--- src/rtl/tmr_pkg.sv ---
package tmr_pkg;

    localparam int PSC_W = 8;
    localparam int BIT_EN = 30;
    localparam int BIT_IE = 29;
    localparam int MODE_HI = 28;
    localparam int MODE_LO = 27;

    typedef enum logic [1:0] {
        MODE_ONESHOT  = 2'b00,
        MODE_PERIODIC = 2'b01
    } mode_e;

    typedef struct packed {
        logic             en;
        logic             ie;
        logic [1:0]       mode;
        logic [PSC_W-1:0] psc;
    } ctrl_t;

    typedef enum logic [1:0] {
        SEL_CTRL  = 2'd0,
        SEL_LOAD  = 2'd1,
        SEL_COUNT = 2'd2
    } regsel_e;

    function automatic ctrl_t ctrl_make(logic en, logic ie, logic [1:0] mode,
                                        logic [PSC_W-1:0] psc);
        ctrl_t c;
        c.en   = en;
        c.ie   = ie;
        c.mode = mode;
        c.psc  = psc;
        return c;
    endfunction

    function automatic logic [31:0] ctrl_word(ctrl_t c);
        logic [31:0] w;
        w = '0;
        w[BIT_EN] = c.en;
        w[BIT_IE] = c.ie;
        w[MODE_HI:MODE_LO] = c.mode;
        w[PSC_W-1:0] = c.psc;
        return w;
    endfunction

    function automatic logic is_periodic(ctrl_t c);
        return mode_e'(c.mode) == MODE_PERIODIC;
    endfunction

endpackage

--- src/rtl/tmr_prescaler.sv ---
module tmr_prescaler
    import tmr_pkg::*;
(
    input  logic             clk,
    input  logic             rst,
    input  logic             en,
    input  logic [PSC_W-1:0] psc,
    output logic             tick
);

    logic [PSC_W-1:0] div_q;

    assign tick = en && (div_q >= psc);

    always_ff @(posedge clk) begin
        if (rst || !en || tick) begin
            div_q <= '0;
        end else begin
            div_q <= div_q + PSC_W'(1);
        end
    end

    // a non-unity divider never ticks on two consecutive cycles
    p_tick_gap_r2: assert property (@(posedge clk) disable iff (rst)
        (tick && psc != '0) |=> (!tick || psc == '0));

endmodule

--- src/rtl/tmr_channel.sv ---
module tmr_channel
    import tmr_pkg::*;
#(
    parameter int CW = 24
) (
    input  logic          clk,
    input  logic          rst,
    input  logic          wr_ctrl,
    input  ctrl_t         ctrl_in,
    input  logic          wr_load,
    input  logic [CW-1:0] load_in,
    output ctrl_t         ctrl_o,
    output logic [CW-1:0] load_o,
    output logic [CW-1:0] cnt_o,
    output logic          expire_o
);

    ctrl_t         ctrl_q;
    logic [CW-1:0] load_q;
    logic [CW-1:0] cnt_q;
    logic          pend_q;
    logic          tick;
    logic          last;

    tmr_prescaler u_div (
        .clk  (clk),
        .rst  (rst),
        .en   (ctrl_q.en),
        .psc  (ctrl_q.psc),
        .tick (tick)
    );

    assign last     = cnt_q < CW'(2);
    assign expire_o = tick && !pend_q && last && !wr_ctrl;

    always_ff @(posedge clk) begin
        if (rst) begin
            ctrl_q <= '0;
            load_q <= '0;
            cnt_q  <= '0;
            pend_q <= 1'b0;
        end else begin
            if (wr_load) begin
                load_q <= load_in;
            end
            if (wr_ctrl) begin
                ctrl_q <= ctrl_in;
                if (ctrl_in.en && !ctrl_q.en) begin
                    cnt_q  <= load_q;
                    pend_q <= 1'b0;
                end else if (!ctrl_in.en) begin
                    pend_q <= 1'b0;
                end
            end else if (tick) begin
                if (pend_q) begin
                    cnt_q  <= load_q;
                    pend_q <= 1'b0;
                end else if (last) begin
                    if (is_periodic(ctrl_q)) begin
                        cnt_q <= load_q;
                    end else begin
                        cnt_q     <= '0;
                        ctrl_q.en <= 1'b0;
                    end
                end else begin
                    cnt_q <= cnt_q - CW'(1);
                end
            end
            if (wr_load && ctrl_q.en) begin
                pend_q <= 1'b1;
            end
        end
    end

    assign ctrl_o = ctrl_q;
    assign load_o = load_q;
    assign cnt_o  = cnt_q;

    // an ordinary tick lowers the count by exactly one
    p_step_r3: assert property (@(posedge clk) disable iff (rst)
        (tick && !pend_q && !last && !wr_ctrl) |=> cnt_o == $past(cnt_o) - CW'(1));

    // a periodic expiry reloads and stays enabled
    p_reload_r4: assert property (@(posedge clk) disable iff (rst)
        (expire_o && is_periodic(ctrl_o)) |=> (ctrl_o.en && cnt_o == $past(load_o)));

    // a one-shot expiry parks the channel
    p_park_r5: assert property (@(posedge clk) disable iff (rst)
        (expire_o && !is_periodic(ctrl_o)) |=> (!ctrl_o.en && cnt_o == '0));

    // a disabled channel holds its count
    p_hold_r8: assert property (@(posedge clk) disable iff (rst)
        (!ctrl_o.en && !wr_ctrl) |=> $stable(cnt_o));

    // a pending load is taken on the next tick
    p_pend_r9: assert property (@(posedge clk) disable iff (rst)
        (tick && pend_q && !wr_ctrl) |=> cnt_o == $past(load_o));

endmodule

--- src/rtl/tmr_multi.sv ---
module tmr_multi
    import tmr_pkg::*;
#(
    parameter int NCH = 5,
    parameter int CW  = 24
) (
    input  logic           clk,
    input  logic           rst,
    input  logic           bus_sel,
    input  logic           bus_wr,
    input  logic [7:0]     bus_addr,
    input  logic [31:0]    bus_wdata,
    output logic [31:0]    bus_rdata,
    output logic [NCH-1:0] irq
);

    localparam logic [7:0] STAT_ADDR = 8'h80;

    ctrl_t          ch_ctrl [NCH];
    logic [CW-1:0]  ch_load [NCH];
    logic [CW-1:0]  ch_cnt  [NCH];
    logic [NCH-1:0] ch_exp;
    logic [NCH-1:0] wr_ctrl_v;
    logic [NCH-1:0] wr_load_v;
    logic [NCH-1:0] flags_q;
    logic [NCH-1:0] clr_v;

    logic [2:0] ch_idx;
    regsel_e    reg_sel;
    logic       ch_space;
    logic       hit_stat;
    ctrl_t      ctrl_new;
    logic       unused_bits;

    assign ch_idx   = bus_addr[6:4];
    assign reg_sel  = regsel_e'(bus_addr[3:2]);
    assign ch_space = !bus_addr[7] && (bus_addr[1:0] == 2'b00);
    assign hit_stat = bus_addr == STAT_ADDR;
    assign ctrl_new = ctrl_make(bus_wdata[BIT_EN], bus_wdata[BIT_IE],
                                bus_wdata[MODE_HI:MODE_LO], bus_wdata[PSC_W-1:0]);
    assign unused_bits = ^{bus_wdata[31], bus_wdata[26:24]};

    assign clr_v = (bus_sel && bus_wr && hit_stat) ? bus_wdata[NCH-1:0] : '0;

    for (genvar i = 0; i < NCH; i++) begin : g_ch
        assign wr_ctrl_v[i] = bus_sel && bus_wr && ch_space &&
                              ch_idx == 3'(i) && reg_sel == SEL_CTRL;
        assign wr_load_v[i] = bus_sel && bus_wr && ch_space &&
                              ch_idx == 3'(i) && reg_sel == SEL_LOAD;

        tmr_channel #(.CW(CW)) u_ch (
            .clk      (clk),
            .rst      (rst),
            .wr_ctrl  (wr_ctrl_v[i]),
            .ctrl_in  (ctrl_new),
            .wr_load  (wr_load_v[i]),
            .load_in  (bus_wdata[CW-1:0]),
            .ctrl_o   (ch_ctrl[i]),
            .load_o   (ch_load[i]),
            .cnt_o    (ch_cnt[i]),
            .expire_o (ch_exp[i])
        );

        assign irq[i] = flags_q[i] && ch_ctrl[i].ie;

        // every expiry leaves its flag set, even against a clear
        p_flag_set_r6: assert property (@(posedge clk) disable iff (rst)
            ch_exp[i] |=> flags_q[i]);

        // no interrupt without the channel's enable bit
        p_irq_gate_r7: assert property (@(posedge clk) disable iff (rst)
            !ch_ctrl[i].ie |-> !irq[i]);
    end

    always_ff @(posedge clk) begin
        if (rst) begin
            flags_q <= '0;
        end else begin
            flags_q <= (flags_q & ~clr_v) | ch_exp;
        end
    end

    always_comb begin
        bus_rdata = '0;
        if (hit_stat) begin
            bus_rdata = 32'(flags_q);
        end else if (ch_space) begin
            for (int k = 0; k < NCH; k++) begin
                if (ch_idx == 3'(k)) begin
                    case (reg_sel)
                        SEL_CTRL:  bus_rdata = ctrl_word(ch_ctrl[k]);
                        SEL_LOAD:  bus_rdata = 32'(ch_load[k]);
                        SEL_COUNT: bus_rdata = 32'(ch_cnt[k]);
                        default:   bus_rdata = '0;
                    endcase
                end
            end
        end
    end

endmodule

--- config.mk ---
export PLATFORM = sky130hd
export DESIGN_NAME = tmr_multi
export DESIGN_NICKNAME = d
export VERILOG_FILES = /design/src/rtl/tmr_pkg.sv /design/src/rtl/tmr_prescaler.sv /design/src/rtl/tmr_channel.sv /design/src/rtl/tmr_multi.sv
export SDC_FILE = /design/constraint.sdc
export NUM_CORES = 1
export LEC_CHECK = 0
export CAP_MARGIN = 0
export CELL_PAD_IN_SITES_DETAIL_PLACEMENT = 0
export CELL_PAD_IN_SITES_GLOBAL_PLACEMENT = 2
export CORE_MARGIN = 10
export CORE_UTILIZATION = 38
export DETAILED_ROUTE_END_ITERATION = 12
export DONT_BUFFER_PORTS = 1
export HOLD_SLACK_MARGIN = 0.03
export PLACE_DENSITY = 0.81
export SLEW_MARGIN = 20
export SYNTH_ARGS = -nofsm -noshare
export SYNTH_HDL_FRONTEND = slang
export SYNTH_SLANG_ARGS = --single-unit
--- constraint.sdc ---
create_clock -name clk -period 4.4 [get_ports clk]
set_input_delay 0.88 -clock clk [delete_from_list [all_inputs] [get_ports clk]]
set_output_delay 0.88 -clock clk [all_outputs]
set_load 0.02 [all_outputs]
* Yosys cells after proc, flatten, opt, wreduce, memory -nomap -nowiden
Cells that the tools add are included.
** Word-level totals
- Register bits :: 350
- Input bits :: 44
- Output and inout port bits :: 37
- Logic and storage cells :: 298
** Operators by class
- Add/subtract/negate cells :: 10
- Order comparisons :: 10
- Eq/ne operators :: 32
- Muxes and demuxes :: 89
- Bitwise gates (word level) :: 3
- Reductions and logical operators :: 113
** Operators with widths (number)
- $mux W24 :: 30
- $pmux W31 S3 :: 5
- $mux W32 :: 6
- $lt A24 B2 Y1 const B :: 5
- $sub A24 B1 Y24 const B :: 5
- $logic_and A1 B1 Y1 :: 54
- $mux W1 :: 46
- $add A8 B1 Y8 const B :: 5
- $ge A8 B8 Y1 :: 5
- $mux W31 :: 1
- $ne A2 B1 Y1 const B :: 10
- $ne A4 B4 Y1 const B :: 5
- $reduce_and A2 Y1 :: 10
- $reduce_and A4 Y1 :: 5
- $reduce_bool A2 Y1 :: 10
- $logic_not A1 Y1 :: 16
- $reduce_bool A3 Y1 :: 5
- $eq A2 B1 Y1 const B :: 6
- $logic_or A1 B1 Y1 :: 10
- $ne A2 B2 Y1 const B :: 5
- $eq A8 B8 Y1 const B :: 1
- $eq A3 B2 Y1 const B :: 2
- $and A5 B5 Y5 :: 1
- $mux W5 :: 1
- 7 further kinds :: 8

* Logic depth before layout (Yosys ltp)
Gate-level depths: netlist (run 1).
- Depth after elaboration :: 9
- Mapped depth :: 11
- Mapped depth without buffers :: 9

* Modules after synthesis
Synthesis (run 1) repeated with hierarchy kept, for this count alone.
** Second synthesis, totals
- Cell total of the unflattened synthesis :: 2404
- Area, all modules :: 20153.1 µm²
** Modules (own cells, without submodules)
- tmr_channel :: times used 5, cells an instance 328, area each 2874.0 µm², seq. area each 1221.2 µm²
- tmr_multi :: times used 1, cells an instance 456, area each 3183.1 µm², seq. area each 100.1 µm²
- tmr_prescaler (g_ch[0].u_ch.u_div ...) :: times used 3, cells an instance 62, area each 510.5 µm², seq. area each 160.2 µm²
- tmr_prescaler (g_ch[3].u_ch.u_div) :: times used 1, cells an instance 62, area each 534.3 µm², seq. area each 160.2 µm²
- tmr_prescaler (g_ch[4].u_ch.u_div) :: times used 1, cells an instance 60, area each 534.3 µm², seq. area each 160.2 µm²

* Least setup slack after synthesis (run 1)
Ideal clock, no wire load.
- Path type :: in2out
- Start :: input bus_addr[2]
- End :: output bus_rdata[2]
- Arrival :: 2.996 ns
- Required time :: 3.520 ns
- Path slack :: 0.524 ns
- Cell stages on the path :: 8
- Path buffers :: 3
- Path through :: clkbuf_1 buf_1 buf_1 or2_2 o22ai_1 a21oi_1 nand3_1 o21ai_0
** On the way
- Longest elaborated chain between the ends :: 9
- Elaborated cells on any way between the ends :: 16
- Those cells by class :: 3 x eq/ne; 12 x mux; 1 x reduce/logical
** RTL lines
- start: declaration :: RTL line tmr_multi.sv:11 : input logic [7:0] bus_addr,
- $eq A2 B2 Y1 (tied with other cells) :: RTL line tmr_multi.sv:90 : case (reg_sel)
- $pmux W31 S3 :: RTL line tmr_multi.sv:90
- $mux W31 :: RTL line tmr_multi.sv:89 : if (ch_idx == 3'(k)) begin
- $mux W32 (4 in a row) :: RTL line tmr_multi.sv:89
- $mux W32 :: RTL line tmr_multi.sv:87 : end else if (ch_space) begin
- $mux W32 * :: RTL line tmr_multi.sv:85 : if (hit_stat) begin
- end: declaration :: RTL line tmr_multi.sv:13 : output logic [31:0] bus_rdata,
Every way passes the cells marked *; elsewhere a longest branch is shown, timed or not.

* Worst setup path in the final report (run 1)
- Start :: input bus_addr[3]
- End :: output bus_rdata[19]
Same word-level chain as after synthesis.

==> results.py, run 1 <==
metrics = {
    "detailed_routing": {
        "via_count": 19003,
        "ant_nets": 0,
        "dr_wl_met2_mm": 34.4,
        "vias_per_cell": 5.95,
        "wl_met3_mm": 4.49,
        "top_layer": "met4",
        "drt_iter0_drc": 1773,
        "first_pass_iters": 7,
        "drc_errors": 0,
        "drt-met1-wl_mm": 32.1,
        "wl_mm": 73.1,
        "wl_per_cell_um": 22.9,
    },
    "timing": {
        "clock_skew_ns": 0.0166,
        "period_needed_ns": 3.96,
        "maxClockFrequency_ghz": 0.252,
        "fin_crit_sh": 0.900,
        "rsz0062_at_grt": "no",
        "fin_setup_tns_ns": 0,
        "hold_viol_final": 0,
        "worst_slew_pin_slew_ns": 1.04,
        "whs_ns": 0.413,
        "slew_violations": 0,
        "relSlewSlack": 0.307,
        "setup_viol": 0,
    },
    "logic_synthesis": {
        "ys_types": 78,
        "synth_common_cells": "471 x nand2_1, 350 x dfxtp_1, 324 x a21oi_1",
        "synth_edf_count": 0,
        "syn_avg_cell_area_um2": 7.46,
        "yosysTopAreaCell": "dfxtp_1",
        "ys_ff_latch": 350,
        "syn_area_um2": 19300,
        "ys_seq_area_frac": 0.364,
        "synthDominantCellAreaShare": 0.364,
        "ys_async_sr_fraction": 0,
        "synth_area_leaders": "dfxtp_1 36%, nand2_1 9.2%, a21oi_1 8.4%",
        "ys.warnings.count": 0,
        "yosysMostFrequentCell": "nand2_1",
        "netlist_instances": 2581,
        "synth_flop_cell": "dfxtp_1",
    },
    "clock_network": {
        "cts-root-buf": "clkbuf_16",
        "post_cts_buffers": 0,
        "cts_resized": 0,
        "cts_tree": "done",
        "clock_latency_ns": 0.58,
        "cts.reportedPaths.clkPinSlew_ns": 0.06,
        "cts_made_buffers": 43,
        "htreeDepth": 2,
        "clock_path_buffers": 3,
        "clkSinkCount": 350,
        "ctsHoldBuffers": 0,
    },
    "floorplan": {
        "core_area_um2": 50200,
        "ios": 81,
        "die_w_um": 245,
        "die_h_um": 245,
        "design.die.area_um2": 60100,
        "rows": 82,
        "initial_core_util": 0.384,
    },
    "final_layout": {
        "final_nets": 2589,
        "utilization": 0.425,
        "drive_gt1_frac": 0.0705,
        "regArea_um2": 7010,
        "multi_input_area_um2": 11300,
        "nFillCells": 5182,
        "instances_no_fill": 3196,
        "synthToLayoutAreaGrowth_pct": 10.8,
        "num_antenna_cells": 0,
    },
    "place": {
        "portBuffers": 0,
        "place.gp.congestion": 0.915,
        "dp.final_hpwl_mm": 51.4,
        "dp_cells": 3122,
    },
    "worst_setup_path": {
        "critical_path_class": "in2out",
        "crit_top_cell": "buf_4",
        "max_stage_delay_ns": 0.61,
        "cp.required_ns": 3.52,
        "path_buf_inv": 2,
        "path_delay_family": "compound AO/OA/AOI/OAI gates",
        "critPathMaxFanout": 50,
        "cp.arrival_ns": 3.08,
        "worstPathCellList": "nor2b_4 > buf_4 > a22oi_1 > o22ai_1 > a221oi_1 > a21oi_1 > buf_4",
        "critPathLaunchType": "primary input",
        "end_kind": "primary output",
        "crit_slowest_cell": "nor2b_4",
    },
    "hold_path": {
        "hold_path_class": "in2reg",
    },
    "global_route": {
        "antenna_found_initial": 0,
        "grtUsageTotal": 0.235,
        "grt-ovfl-total": 0,
        "first_global_vias": 17993,
        "grt_max_degree": 319,
        "grt_pass1_wl_mm": 111,
    },
    "power": {
        "powerDensity_nw_per_um2": 326,
        "peakVddDrop_v": 0.000235,
        "total_leakage_power_nw": 7.25,
    },
    "job": {
        "max_cap_viol_count": 0,
    },
    "run_status": {
        "status": "completed",
    },
}
-- kinds of logic after synthesis --
family / count (synthesis) / synth area share
other: 1 / 0.000195
XOR/XNOR: 74 / 0.0337
multiplexers: 39 / 0.0203
adder cells (fa/ha/maj): 50 / 0.0325
AND/OR/NAND/NOR: 1026 / 0.237
AO/OA/AOI/OAI: 760 / 0.255
buffers and inverters: 281 / 0.0571
flip-flops: 350 / 0.364
-- metrics by stage --
step / setup slack [ns] / cell area [um2] / total power, W
finish: 0.438 / 21300 / 0.00695
global route: 0.337 / 21300 / 0.00712
CTS: 0.494 / 21300 / 0.00700
detailed placement: 0.503 / 20000 / 0.00344
global placement: 0.506 / 20000 / 0.00344
floorplan: 0.524 / 19300 / 0.00344
-- routing by layer --
| metal | global-route usage | vias to the layer above |
|---|---|---|
| met5 | 0 | - |
| met4 | 0.0754 | 0 |
| met3 | 0.0316 | 114 |
| met2 | 0.388 | 664 |
| met1 | 0.311 | 9170 |
| li1 | - | 9055 |
-- worst register-to-register path, delay by kind of cell, from the launching register on --
kind	cells	cell delay, ns
AOI/OAI and AO/OA	3	1.45
and+or+nand+nor	2	1.32
DFF	1	0.38
-- where the power goes --
group / internal, W / total [W] / switching [W]
Sequential: 0.00317 / 0.00317 / 0.00000223
Clock: 0.00213 / 0.00358 / 0.00145
Combinational: 0.0000679 / 0.000198 / 0.000130
-- final timing paths --
path              slack [ns]                      end  cells after the start              startpoint
hold / removal          0.41  g_ch[4].u_ch.ctrl_o[10]                      1                     rst
setup / recovery        0.44            bus_rdata[19]                      7             bus_addr[3]
setup reg to reg        1.16   g_ch[4].u_ch.cnt_o[17]                      5   g_ch[4].u_ch.cnt_o[2]
hold reg to reg         0.45   g_ch[0].u_ch.ctrl_o[1]                      2  g_ch[0].u_ch.ctrl_o[1]
-- cell usage in the layout, fill, tap and decap left out, types with 18 or more instances in the layout --
master and n:
nand2_1 471, clkbuf_16 45, buf_4 70, a22oi_1 49, nand3_1 49, nor4_1 29, a21oi_1 324, a221oi_1 52
ha_1 50, dfxtp_1 350, nand2b_1 18, nor2_1 230, a211oi_1 49, mux2i_1 38, o21ai_0 101, inv_1 74
xor2_1 44, xnor2_1 30, nor3_1 110
-- sequential cells by signal, indices dropped and copies added (netlist names) --
name	flops
g_ch.u_ch.u_div.div_q	40
g_ch.u_ch.pend_q	5
g_ch.u_ch.load_o	120
g_ch.u_ch.cnt_o	120
g_ch.u_ch.ctrl_o	60
flags_q	5
-- cell type report --
cell class / instances / share of cell area
sequential: 350 / 0.328
multi-input combinational: 1953 / 0.528
clock inverter: 8 / 0.00434
inverter: 75 / 0.0132
clock buffer: 66 / 0.0607
tap: 672 / 0.0394
timing repair buffer: 72 / 0.0265
Note: power is estimated with default switching activity, not from simulation.
==> inputs of run 2 (changes only) <==
RECOVER_POWER = 50   (was not set)
==> results.py, run 2 (synthesis gave the netlist of run 1 again) <==
metrics = {
    "timing": {
        "maxClockFrequency_ghz": 0.252,
        "setup_viol": 0,
        "worst_slack_ns": 0.435,
        "period_needed_ns": 3.97,
        "fin_setup_tns_ns": 0,
        "worst_slew_pin_slew_ns": 1.38,
        "slew_violations": 0,
        "whs_ns": 0.412,
        "clock_skew_ns": 0.0179,
        "fin_crit_sh": 0.901,
        "rsz0062_at_grt": "no",
        "hold_viol_final": 0,
        "relSlewSlack": 0.0742,
    },
    "place": {
        "dp.final_hpwl_mm": 51.4,
        "place.gp.congestion": 0.915,
        "pre_cts_slack_ns": 0.503,
        "portBuffers": 0,
    },
    "clock_network": {
        "clkSinkCount": 350,
        "cts.reportedPaths.clkPinSlew_ns": 0.05,
        "post_cts_buffers": 0,
        "cts_resized": 0,
        "ctsHoldBuffers": 0,
        "cts_tree": "done",
        "clock_latency_ns": 0.58,
        "htreeDepth": 2,
        "cts-root-buf": "clkbuf_16",
        "clock_path_buffers": 3,
        "cts_made_buffers": 43,
    },
    "worst_setup_path": {
        "critPathMaxFanout": 50,
        "critPathLaunchType": "primary input",
        "end_kind": "primary output",
        "critical_path_class": "in2out",
        "cp.arrival_ns": 3.09,
        "rrSetupSlack_ns": 0.54,
        "cp.required_ns": 3.52,
    },
    "global_route": {
        "first_global_vias": 17993,
        "grt_pass1_wl_mm": 111,
        "grt_max_degree": 319,
        "grt-ovfl-total": 0,
        "grtUsageTotal": 0.235,
        "antenna_found_initial": 0,
    },
    "floorplan": {
        "die_w_um": 245,
        "design.die.area_um2": 60100,
        "rows": 82,
        "initial_core_util": 0.384,
        "ios": 81,
        "core_area_um2": 50200,
        "die_h_um": 245,
    },
    "final_layout": {
        "regArea_um2": 7010,
        "utilization": 0.424,
        "num_antenna_cells": 0,
        "nFillCells": 5191,
        "multi_input_area_um2": 11200,
        "final_common_cell": "nand2_1",
        "final_nets": 2589,
        "synthToLayoutAreaGrowth_pct": 10.5,
        "drive_gt1_frac": 0.0662,
        "mostFrequentLayoutCells": "471 x nand2_1, 350 x dfxtp_1, 324 x a21oi_1, 230 x nor2_1, 112 x nor3_1",
    },
    "run_status": {
        "status": "completed",
    },
    "job": {
        "max_cap_viol_count": 0,
    },
    "detailed_routing": {
        "wl_mm": 73.2,
        "drt_iter0_drc": 1856,
        "via_count": 19017,
        "wl_per_cell_um": 22.9,
        "ant_nets": 0,
        "vias_per_cell": 5.95,
        "drc_errors": 0,
        "first_pass_iters": 6,
    },
    "power": {
        "powerDensity_nw_per_um2": 327,
        "p_seq_frac": 0.456,
        "p_clk_frac": 0.516,
        "peakVddDrop_v": 0.000233,
        "switchingPower_w": 0.00159,
        "swShare": 0.228,
        "internal_power_w": 0.00537,
        "total_leakage_power_nw": 7.20,
        "pwr-share-comb": 0.028,
    },
    "hold_path": {
        "hold_path_class": "in2reg",
    },
}
==> run 2: final timing paths <==
kind	startpoint	depth (start not counted)	endpoint
max	bus_addr[3]	8	bus_rdata[5]
min	rst	1	g_ch[4].u_ch.ctrl_o[10]
max reg2reg	g_ch[4].u_ch.cnt_o[2]	6	g_ch[4].u_ch.cnt_o[19]
min reg2reg	g_ch[0].u_ch.ctrl_o[4]	2	g_ch[0].u_ch.ctrl_o[4]
==> run 2: metrics by stage <==
step | total power (W) | instance area, um2 | cells
6_report | 0.00696 | 21300 | 3196
5_1_grt | 0.00712 | 21300 | 3196
4_1_cts | 0.00700 | 21300 | 3196
3_5_place_dp | 0.00344 | 20000 | 3122
3_3_place_gp | 0.00344 | 20000 | 3122
2_1_floorplan | 0.00344 | 19300 | 2584
==> run 2: metal layers <==
metal / wire, um / share of wire / GRT usage / up-vias
li1: - / - / - / 9046
met1: 31800 / 0.43 / 0.311 / 9168
met2: 34500 / 0.47 / 0.388 / 693
met3: 4830 / 0.066 / 0.0316 / 110
met4: 2080 / 0.028 / 0.0754 / 0
met5: 0 / 0 / 0 / -
==> run 2: worst max-delay path: stages <==
cell	delay (ns)
nor2b_4	0.61
buf_12	0.28
a21oi_1	0.08
o21ai_0	0.22
a21oi_1	0.12
o32a_1	0.34
nor2_1	0.28
buf_4	0.21
==> run 2: cell type report <==
type                       instances  area share
timing repair buffer              72      0.0253
multi-input combinational       1953       0.528
tap                              672      0.0395
sequential                       350       0.329
inverter                          75      0.0132
clock inverter                     8     0.00435
clock buffer                      66      0.0608
==> run 2: power by group through the flow <==
stage	Combinational (W)	Clock, W	Sequential [W]
after floorplan	0.000195	0	0.00324
after global placement	0.000193	0	0.00324
after detailed placement	0.000194	0	0.00324
after CTS	0.000195	0.00363	0.00317
after global routing	0.000209	0.00374	0.00317
final	0.000198	0.00359	0.00317
==> inputs of run 3 (changes only) <==
CELL_PAD_IN_SITES_DETAIL_PLACEMENT = not set   (was 0)
CELL_PAD_IN_SITES_GLOBAL_PLACEMENT = not set   (was 2)
CORE_UTILIZATION = 45   (was 38)
PLACE_DENSITY = 0.61   (was 0.81)
==> results.py, run 3 (synthesis gave the netlist of run 1 again) <==
metrics = {
    "run_status": {
        "status": "completed",
    },
    "detailed_routing": {
        "top_layer": "met4",
        "drt-met1-wl_mm": 28.7,
        "wl_met3_mm": 5.43,
        "drt_iter0_drc": 2406,
        "ant_nets": 0,
        "wl_per_cell_um": 22.4,
        "drc_errors": 0,
        "dr_wl_met2_mm": 31.5,
        "wl_mm": 68.2,
        "first_pass_iters": 6,
        "via_count": 19122,
        "vias_per_cell": 6.27,
    },
    "global_route": {
        "first_global_vias": 17247,
        "grtUsageTotal": 0.257,
        "grt_max_degree": 319,
        "grt_pass1_wl_mm": 104,
        "antenna_found_initial": 0,
        "grt-ovfl-total": 0,
    },
    "timing": {
        "slew_violations": 0,
        "maxClockFrequency_ghz": 0.251,
        "fin_crit_sh": 0.904,
        "relSlewSlack": 0.229,
        "fin_setup_tns_ns": 0,
        "hold_viol_final": 0,
        "whs_ns": 0.414,
        "rsz0062_at_grt": "no",
        "period_needed_ns": 3.98,
        "worst_slew_pin_slew_ns": 1.16,
        "worst_slack_ns": 0.423,
        "clock_skew_ns": 0.0132,
        "setup_viol": 0,
    },
    "clock_network": {
        "post_cts_buffers": 0,
        "cts-root-buf": "clkbuf_16",
        "clock_latency_ns": 0.58,
        "ctsHoldBuffers": 0,
        "clock_path_buffers": 3,
        "cts.reportedPaths.clkPinSlew_ns": 0.06,
        "cts_made_buffers": 42,
        "cts_resized": 0,
        "clkSinkCount": 350,
        "htreeDepth": 2,
        "cts_tree": "done",
    },
    "final_layout": {
        "final_common_cell": "nand2_1",
        "nFillCells": 4106,
        "drive_gt1_frac": 0.0625,
        "mostFrequentLayoutCells": "471 x nand2_1, 350 x dfxtp_1, 324 x a21oi_1, 230 x nor2_1, 112 x nor3_1",
        "final_nets": 2574,
        "num_antenna_cells": 0,
        "synthToLayoutAreaGrowth_pct": 9.41,
        "utilization": 0.500,
    },
    "worst_setup_path": {
        "cp-endpoint": "bus_rdata[8]",
        "rrSetupSlack_ns": 1.24,
        "crit-reg2reg-launch": "g_ch[4].u_ch.cnt_o[2]",
        "end_kind": "primary output",
        "critPathMaxFanout": 25,
        "timing.rr.end": "g_ch[4].u_ch.cnt_o[22]",
        "crit_start": "bus_addr[5]",
        "rr_worst_depth": 6,
        "cp.arrival_ns": 3.10,
        "critPathLaunchType": "primary input",
        "critical_path_class": "in2out",
        "cp.required_ns": 3.52,
    },
    "power": {
        "peakVddDrop_v": 0.000232,
        "p_clk_frac": 0.526,
        "internal_power_w": 0.00550,
        "swShare": 0.224,
        "powerDensity_nw_per_um2": 336,
        "p_seq_frac": 0.448,
        "switchingPower_w": 0.00159,
        "total_leakage_power_nw": 7.18,
        "pwr-share-comb": 0.026,
    },
    "floorplan": {
        "design.die.area_um2": 51500,
        "die_w_um": 227,
        "rows": 75,
        "core_area_um2": 42100,
        "ios": 81,
        "initial_core_util": 0.457,
        "die_h_um": 227,
    },
    "place": {
        "place.gp.congestion": 0.971,
        "portBuffers": 0,
        "dp.final_hpwl_mm": 47.4,
        "pre_cts_slack_ns": 0.674,
    },
    "hold_path": {
        "hold_path_class": "in2reg",
    },
    "job": {
        "max_cap_viol_count": 0,
    },
}
## run 3: power groups by stage
stage | Combinational [W] | Sequential, W | Clock [W]
2_1_floorplan | 0.000195 | 0.00324 | 0
3_3_place_gp | 0.000182 | 0.00324 | 0
3_5_place_dp | 0.000183 | 0.00324 | 0
4_1_cts | 0.000184 | 0.00317 | 0.00375
5_1_grt | 0.000199 | 0.00317 | 0.00389
6_report | 0.000188 | 0.00317 | 0.00373
## run 3: layout make-up
| type | count | area, um2 | area share |
|---|---|---|---|
| Clock buffer | 57 | 1170 | 0.0555 |
| Clock inverter | 17 | 267 | 0.0126 |
| Inverter | 75 | 282 | 0.0134 |
| Multi-Input combinational cell | 1953 | 11200 | 0.533 |
| Sequential cell | 350 | 7010 | 0.333 |
| Tap cell | 539 | 674 | 0.0320 |
| Timing Repair Buffer | 58 | 433 | 0.0205 |
## run 3: worst min path at each step
stage	start	to	slack [ns]	depth (start not counted)
CTS	rst	g_ch[4].u_ch.ctrl_o[1]	0.39	1
floorplan	g_ch[0].u_ch.u_div.div_q[0]	g_ch[0].u_ch.u_div.div_q[0]	0.43	1
global placement	g_ch[0].u_ch.ctrl_o[1]	g_ch[0].u_ch.ctrl_o[1]	0.44	2
global route	rst	g_ch[4].u_ch.ctrl_o[10]	0.41	1
finish	rst	g_ch[4].u_ch.ctrl_o[10]	0.41	1
detailed placement	g_ch[0].u_ch.ctrl_o[4]	g_ch[0].u_ch.ctrl_o[4]	0.45	2
## run 3: through the flow
step                area [um2]  std cells  power (W)
floorplan                19300       2584    0.00344
global placement         19700       2975    0.00342
detailed placement       19700       2975    0.00343
CTS                      21100       3049    0.00711
global route             21100       3049    0.00726
finish                   21100       3049    0.00709
## run 3: worst max-delay path: stages
cell      delay [ns]
or3_1           0.46
nor3_1          0.17
clkbuf_1        0.74
a221o_1         0.30
a222oi_1        0.15
nor2_1          0.37
## run 3: per-layer routing
metal | GRT usage | up-vias
met5 | 0 | -
met4 | 0.102 | 0
met3 | 0.0320 | 132
met2 | 0.413 | 815
met1 | 0.344 | 9160
li1 | - | 9015
